<file path="src/rtl/dwg_pkg.sv">
package dwg_pkg;
  localparam int NCH    = 2;
  localparam int PLEN_W = 3;

  typedef struct packed {
    logic [PLEN_W-1:0] plen;  // pulse length exponent
    logic [NCH-1:0]    pol;   // per-output polarity
    logic [NCH-1:0]    en;    // per-output enable
  } ctrl_t;

  localparam int CTRL_W = $bits(ctrl_t);
endpackage

</file>
<file path="src/rtl/dwg_counter.sv">
module dwg_counter #(
  parameter int CNT_W = 8
) (
  input  logic             clk,
  input  logic             rst_n,
  input  logic [CNT_W-1:0] period,
  output logic [CNT_W-1:0] cnt_nxt,
  output logic             ovf
);
  logic [CNT_W-1:0] cnt_q;

  always_comb begin
    ovf     = (cnt_q >= period);
    cnt_nxt = ovf ? '0 : cnt_q + 1'b1;
  end

  always_ff @(posedge clk or negedge rst_n) begin
    if (!rst_n) cnt_q <= '0;
    else        cnt_q <= cnt_nxt;
  end

  // wrap returns to zero
  a_r2_wrap: assert property (@(posedge clk) disable iff (!rst_n)
    (cnt_q == period) |=> (cnt_q == '0));
  // below the wrap value the count steps by one
  a_r2_step: assert property (@(posedge clk) disable iff (!rst_n)
    (cnt_q < period) |=> (cnt_q == $past(cnt_q) + 1'b1));
endmodule

</file>
<file path="src/rtl/dwg_ctrl.sv">
module dwg_ctrl
  import dwg_pkg::*;
(
  input  logic       clk,
  input  logic       rst_n,
  input  logic       we,
  input  logic [7:0] wdata,
  input  logic       ovf,
  output ctrl_t      act
);
  ctrl_t shd_q, shd_d, act_q, act_d;

  always_comb begin
    shd_d = we  ? ctrl_t'(wdata[CTRL_W-1:0]) : shd_q;
    act_d = ovf ? shd_q : act_q;
  end

  always_ff @(posedge clk or negedge rst_n) begin
    if (!rst_n) begin
      shd_q <= '0;
      act_q <= '0;
    end else begin
      shd_q <= shd_d;
      act_q <= act_d;
    end
  end

  assign act = act_q;

  // the live word only moves at a wrap
  a_r3_hold: assert property (@(posedge clk) disable iff (!rst_n)
    !ovf |=> $stable(act_q));
endmodule

</file>
<file path="src/rtl/dwg_chan.sv">
module dwg_chan
  import dwg_pkg::*;
#(
  parameter int CNT_W = 8
) (
  input  logic              clk,
  input  logic              rst_n,
  input  logic              pulse_mode,
  input  logic              ovf,
  input  logic [CNT_W-1:0]  cnt_nxt,
  input  logic [CNT_W-1:0]  cmp,
  input  logic [PLEN_W-1:0] plen,
  input  logic              pol,
  input  logic              en,
  output logic              wo,
  output logic              oe
);
  localparam int REM_W = (1 << PLEN_W) - 1;

  logic             match;
  logic             phase_q, phase_d;
  logic [REM_W-1:0] rem_q, rem_d, rem_load;

  always_comb begin
    match    = (cnt_nxt == cmp);
    rem_load = ~({REM_W{1'b1}} << plen);
    phase_d  = phase_q;
    rem_d    = rem_q;
    if (pulse_mode) begin
      if (match) begin
        phase_d = 1'b1;
        rem_d   = rem_load;
      end else if (phase_q && rem_q != '0) begin
        rem_d   = rem_q - 1'b1;
      end else begin
        phase_d = 1'b0;
      end
    end else begin
      if (match)    phase_d = 1'b0;
      else if (ovf) phase_d = 1'b1;
    end
  end

  always_ff @(posedge clk or negedge rst_n) begin
    if (!rst_n) begin
      phase_q <= 1'b0;
      rem_q   <= '0;
    end else begin
      phase_q <= phase_d;
      rem_q   <= rem_d;
    end
  end

  assign wo = en & (phase_q ^ pol);
  assign oe = en;

  // a PWM match ends the active phase, even on a wrap cycle
  a_r4_match_clears: assert property (@(posedge clk) disable iff (!rst_n)
    (!pulse_mode && match) |=> !phase_q);
  // a pulse-mode match starts a pulse
  a_r7_pulse_start: assert property (@(posedge clk) disable iff (!rst_n)
    (pulse_mode && match) |=> phase_q);
  // a running pulse with time left keeps going
  a_r9_pulse_runs: assert property (@(posedge clk) disable iff (!rst_n)
    (pulse_mode && phase_q && rem_q != '0) |=> phase_q);
endmodule

</file>
<file path="src/rtl/dual_wave_gen.sv">
module dual_wave_gen
  import dwg_pkg::*;
#(
  parameter int CNT_W = 8
) (
  input  logic             clk,
  input  logic             rst_n,
  input  logic             cfg_we,
  input  logic [7:0]       cfg_data,
  input  logic [CNT_W-1:0] period,
  input  logic [CNT_W-1:0] cmp0,
  input  logic [CNT_W-1:0] cmp1,
  input  logic             pulse_mode,
  output logic [7:0]       ctrl_q,
  output logic [1:0]       wo,
  output logic [1:0]       oe
);
  logic             ovf;
  logic [CNT_W-1:0] cnt_nxt;
  logic [CNT_W-1:0] cmp_v [NCH];
  ctrl_t            act;

  assign cmp_v[0] = cmp0;
  assign cmp_v[1] = cmp1;

  dwg_counter #(.CNT_W(CNT_W)) u_cnt (
    .clk(clk), .rst_n(rst_n), .period(period), .cnt_nxt(cnt_nxt), .ovf(ovf)
  );

  dwg_ctrl u_ctrl (
    .clk(clk), .rst_n(rst_n), .we(cfg_we), .wdata(cfg_data), .ovf(ovf), .act(act)
  );

  for (genvar g = 0; g < NCH; g++) begin : g_ch
    dwg_chan #(.CNT_W(CNT_W)) u_ch (
      .clk(clk), .rst_n(rst_n), .pulse_mode(pulse_mode), .ovf(ovf),
      .cnt_nxt(cnt_nxt), .cmp(cmp_v[g]), .plen(act.plen),
      .pol(act.pol[g]), .en(act.en[g]), .wo(wo[g]), .oe(oe[g])
    );
  end

  assign ctrl_q = {{(8-CTRL_W){1'b0}}, act};

  // a disabled output has its pin enable low
  a_r10_off_low: assert property (@(posedge clk) disable iff (!rst_n)
    !ctrl_q[0] |-> !oe[0] && !wo[0]);
endmodule

</file>
<file path="config.mk">
export PLATFORM = sky130hd
export DESIGN_NAME = dual_wave_gen
export DESIGN_NICKNAME = d
export VERILOG_FILES = /design/src/rtl/dwg_pkg.sv /design/src/rtl/dwg_counter.sv /design/src/rtl/dwg_ctrl.sv /design/src/rtl/dwg_chan.sv /design/src/rtl/dual_wave_gen.sv
export SDC_FILE = /design/constraint.sdc
export NUM_CORES = 1
export LEC_CHECK = 0
export ABC_AREA = 1
export BUFFER_PORTS_ARGS = -buffer_cell sky130_fd_sc_hd__clkbuf_2
export CAP_MARGIN = 20
export CORE_ASPECT_RATIO = 0.75
export CORE_MARGIN = 4
export CORE_UTILIZATION = 51
export DETAILED_ROUTE_END_ITERATION = 10
export PLACE_DENSITY_LB_ADDON = 0.2
export SLEW_MARGIN = 0
export SYNTH_ARGS = -nofsm -noshare
export SYNTH_HDL_FRONTEND = slang
export SYNTH_SLANG_ARGS = --single-unit
</file>
<file path="constraint.sdc">
create_clock -name clk -period 2.4 [get_ports clk]
set_input_delay 0.48 -clock clk [delete_from_list [all_inputs] [get_ports clk]]
set_output_delay 0.48 -clock clk [all_outputs]
set_load 0.03 [all_outputs]
</file>
==> reports/summary.txt <==
Final nets - 530
Area delta synth->final - 33.42%
Clock Tree Buf Depth - 2
CP endpoint kind - flip-flop
Top post-synthesis cells by area - dfrtp_1, nand2_1, inv_1, ha_1, nand3_1
Die width - 94.93 um
Max stage delay on crit path - 0.39 ns
Unique masters post-synth - 30
Cell repeated most along the worst path - nand2_1
Largest net degree at the start of global routing - 22
Startpoint type of the worst setup path - flip-flop
GRT met1 Usage - 30.39%
Post-Synth Simple-Gate Area - 38.23%
Tcrit/Tclk final - 102.8%
Post-Syn Area - 2890 um^2
Post-DP HPWL - 5079 um
Initial Util - 53.42%
Share of cells above drive strength 1 - 34.93%
Synthesized area per cell - 7.154 um^2
Vias in the first global route - 2599
Seq pwr share - 24.8%
Layout fillers - 423
Post-synth EDFFs - 0
Clock Power Share - 15.0%
Setup Slack @ Placement - -0.1943 ns
Sw frac - 47.25%
Gr usage total - 21.51%
Internal power - 2.355 mW
Post-synthesis sequential area ratio - 32.90%
Fin. Hold Viols - 0
Synth Area in Compound Gates - 5.022%
Post-Synth XOR/XNOR Area - 3.636%
Fin crit period - 2.468 ns
Final setup margin - -0.06807 ns
Worst path slowest cell - dfrtp_1
Reg2reg start - u_cnt.cnt_q[0]
Smallest hold slack - 0.1269 ns
Main combinational cell family by area after synthesis - simple AND/OR/NAND/NOR gates
GRT Max-Usage Layer - met2
Max Clock Freq - 405.2 MHz
I/O pins - 48
Synth Area in Adders - 6.061%
Multiplexer area fraction after synthesis - 1.169%
Fin cells - 556
Area share of the largest cell type after synthesis - 32.90%
Async SR Flop Fraction - 100.0%
Synth Flop Type - dfrtp_1
CP bufs+invs - 4
Final GP Congestion - 0.8724
Placed instance area - 3282 um^2
Dpl cells - 533
Leak Pwr - 2.177 nW
Die Y - 73.20 um
Vias/cell - 5.223
RSZ-0062 raised after global routing - true
Clock root cell - clkbuf_8
P per Cell Area - 1158 nW/um^2
Htree depth - 2
First-pass GRT wire length - 11810 um
Num CTS Buffers - 5
Setup violators final - 8
Post-Layout Inst Area - 3856 um^2
Initial antenna violation count - 0
Placeable Area - 5410 um^2
CTS sink cnt - 38
Final Skew - 0.005024 ns
Worst Path Required - 2.63 ns
Top delay family on crit path - simple AND/OR/NAND/NOR gates
GR Layer Usage met2 - 35.00%
Status - finished, violations left
Critical path peak fanout - 8
Mapped Nets - 454
Skew-Pair Late Insertion Delay - 0.29 ns
Yosys Warn Count - 0
Post-Route WL - 7853 um
Routed len/inst - 14.12 um
Post-Synthesis Cells - 404
Max-slew headroom - 65.25%
CP Class - flip-flop to flip-flop
Worst hold path type - input port to async pin
Core Rows - 23
Comb pwr share - 60.2%
Slew Limit Fails - 0
Die area - 6948 um^2
Max-Cap Viols - 0
Grt ovf - 0
Worst-Margin Slew - 0.5198 ns
Failing checks - negative setup slack
Diodes inserted - 0
Crit-path cells - inv_2, ha_4, inv_2, nand2_1, nand2_1, nand2_1, nand2_2, nand2_4, nand2_8, buf_6, nand3_4, nand2_1, nand2_1, nand2_2, nor2_4, buf_6, nand3_4, nand2_8, nand2_2, nand2_2
Clk slew on worst S/H paths - 0.08 ns
IO Port Bufs - 45
Post-route ant nets - 0
Crit path from - u_cnt.cnt_q[0]
Vias post-DR - 2904
Synth Register Bits - 38
Drt first-iter violations - 178
Cell taking the most area after synthesis - dfrtp_1
CTS tree - done
Drt first pass iters - 5
Grt met3 use - 3.814%
CP Data Arrival Time - 2.70 ns
Drt drc - 0
Net switching power - 2.109 mW
IR drop worst, VDD - 659.8 uV
[routing by layer]
layer  up-vias  wire (um)
met5         -          0
li1       1429          -
met2       103       3712
met4         0        108
met3        17        531
met1      1355       3500
[power by group through the flow]
stage / Combinational (mW) / Clock [mW] / Sequential (mW)
global route: 2.98 / 0.711 / 1.14
floorplan: 1.63 / 0 / 1.11
global placement: 2.13 / 0 / 1.09
CTS: 2.27 / 0.676 / 1.09
finish: 2.69 / 0.669 / 1.11
detailed placement: 2.20 / 0 / 1.10
[synth_stat cells (2+ instances only)]
cell      instances
a21oi_1           6
buf_4            10
buf_6             3
clkinv_1          2
dfrtp_1          38
ha_1             14
inv_1            64
inv_2             3
mux2_2            3
nand2_1         137
nand2_2           4
nand2_4           4
nand3_1          34
nand3_2           6
nand3_4           2
nand4_1          16
nor2_1           11
nor2_2            2
nor2_4            2
nor2_8            2
nor3_1            5
o21ai_0          17
o21bai_1          2
xnor2_1           4
xor2_1            8
[cell families after synthesis]
| logic type | after synthesis |
|---|---|
| buffers and inverters | 83 |
| AND/OR/NAND/NOR | 227 |
| AO/OA/AOI/OAI | 26 |
| XOR/XNOR | 12 |
| flip-flops | 38 |
| multiplexers | 3 |
| other | 1 |
| adder cells (fa/ha/maj) | 14 |
[worst register-to-register path: stages, from the launching register on]
cell and delay (ns):
dfrtp_1 0.39, inv_2 0.07, ha_4 0.26, inv_2 0.03
nand2_1 0.04, nand2_1 0.05, nand2_1 0.08, nand2_2 0.08
nand2_4 0.14, nand2_8 0.09, buf_6 0.13, nand3_4 0.07
nand2_1 0.06, nand2_1 0.09, nand2_2 0.10, nor2_4 0.18
buf_6 0.12, nand3_4 0.15, nand2_8 0.16, nand2_2 0.07
nand2_2 0.05
[stage by stage]
stage	utilization, %	setup TNS [ns]	total power [mW]
3_5_place_dp	60.66	-2.467	3.299
6_report	71.28	-0.4149	4.464
4_1_cts	64.13	0	4.036
5_1_grt	71.28	-1.965	4.828
3_3_place_gp	60.66	-1.648	3.219
2_1_floorplan	-	0	2.745
[final timing paths]
check / endpoint / slack, ns / cells past startpoint
setup / recovery: g_ch[0].u_ch.rem_q[3] / -0.07 / 20
min in group clk: u_ctrl.shd_q[0] / 0.38 / 3
max in group asynchronous: g_ch[0].u_ch.rem_q[5] / 1.61 / 2
hold reg to reg: u_ctrl.act[5] / 0.51 / 2
hold / removal: u_cnt.cnt_q[6] / 0.13 / 1
setup reg to reg: g_ch[0].u_ch.rem_q[3] / -0.07 / 20
[layout make-up]
cell class              count  area, um^2  share of cell area [%]
inverters                  69       259.0                   6.716
flip-flops and latches     38       950.9                   24.66
clock inverters             3       68.82                   1.785
well taps                  75       93.84                   2.433
clock buffers               5       68.82                   1.785
multi-input cells         288        1882                   48.80
repair buffers             78       533.0                   13.82
[repair_timing]
action / CTS / global route
setup endpoints to repair: 8 / 16
setup buffers: 1 / 9
cloned: 2 / 3
endpoints found under the hold margin: 0 / 0
pin swaps: 2 / 19
gates resized for setup: 4 / 65
hold buffers: 0 / 0
[flip-flops by register name, summed over array words and instances, names as in the netlist]
| register | cells |
|---|---|
| g_ch.u_ch.phase_q | 2 |
| g_ch.u_ch.rem_q | 14 |
| u_cnt.cnt_q | 8 |
| u_ctrl.act | 7 |
| u_ctrl.shd_q | 7 |
[cells in the final DEF (no fill, tap or decap), types with 3 or more instances in the layout]
cell type / count
nor2_4: 3
nand3_4: 4
inv_1: 61
inv_2: 6
nand4_1: 16
buf_6: 6
nand2_2: 30
nor3_1: 5
nand3_1: 29
a21oi_1: 3
buf_12: 3
clkbuf_2: 45
ha_4: 4
dfrtp_1: 38
o21ai_0: 17
nand3_2: 10
nand2_1: 106
xor2_1: 8
nand2_8: 4
buf_4: 24
mux2_2: 3
xnor2_1: 4
clkbuf_8: 5
ha_1: 9
nand2_4: 7
nor2_1: 10
(Power assumes the default switching activity.)
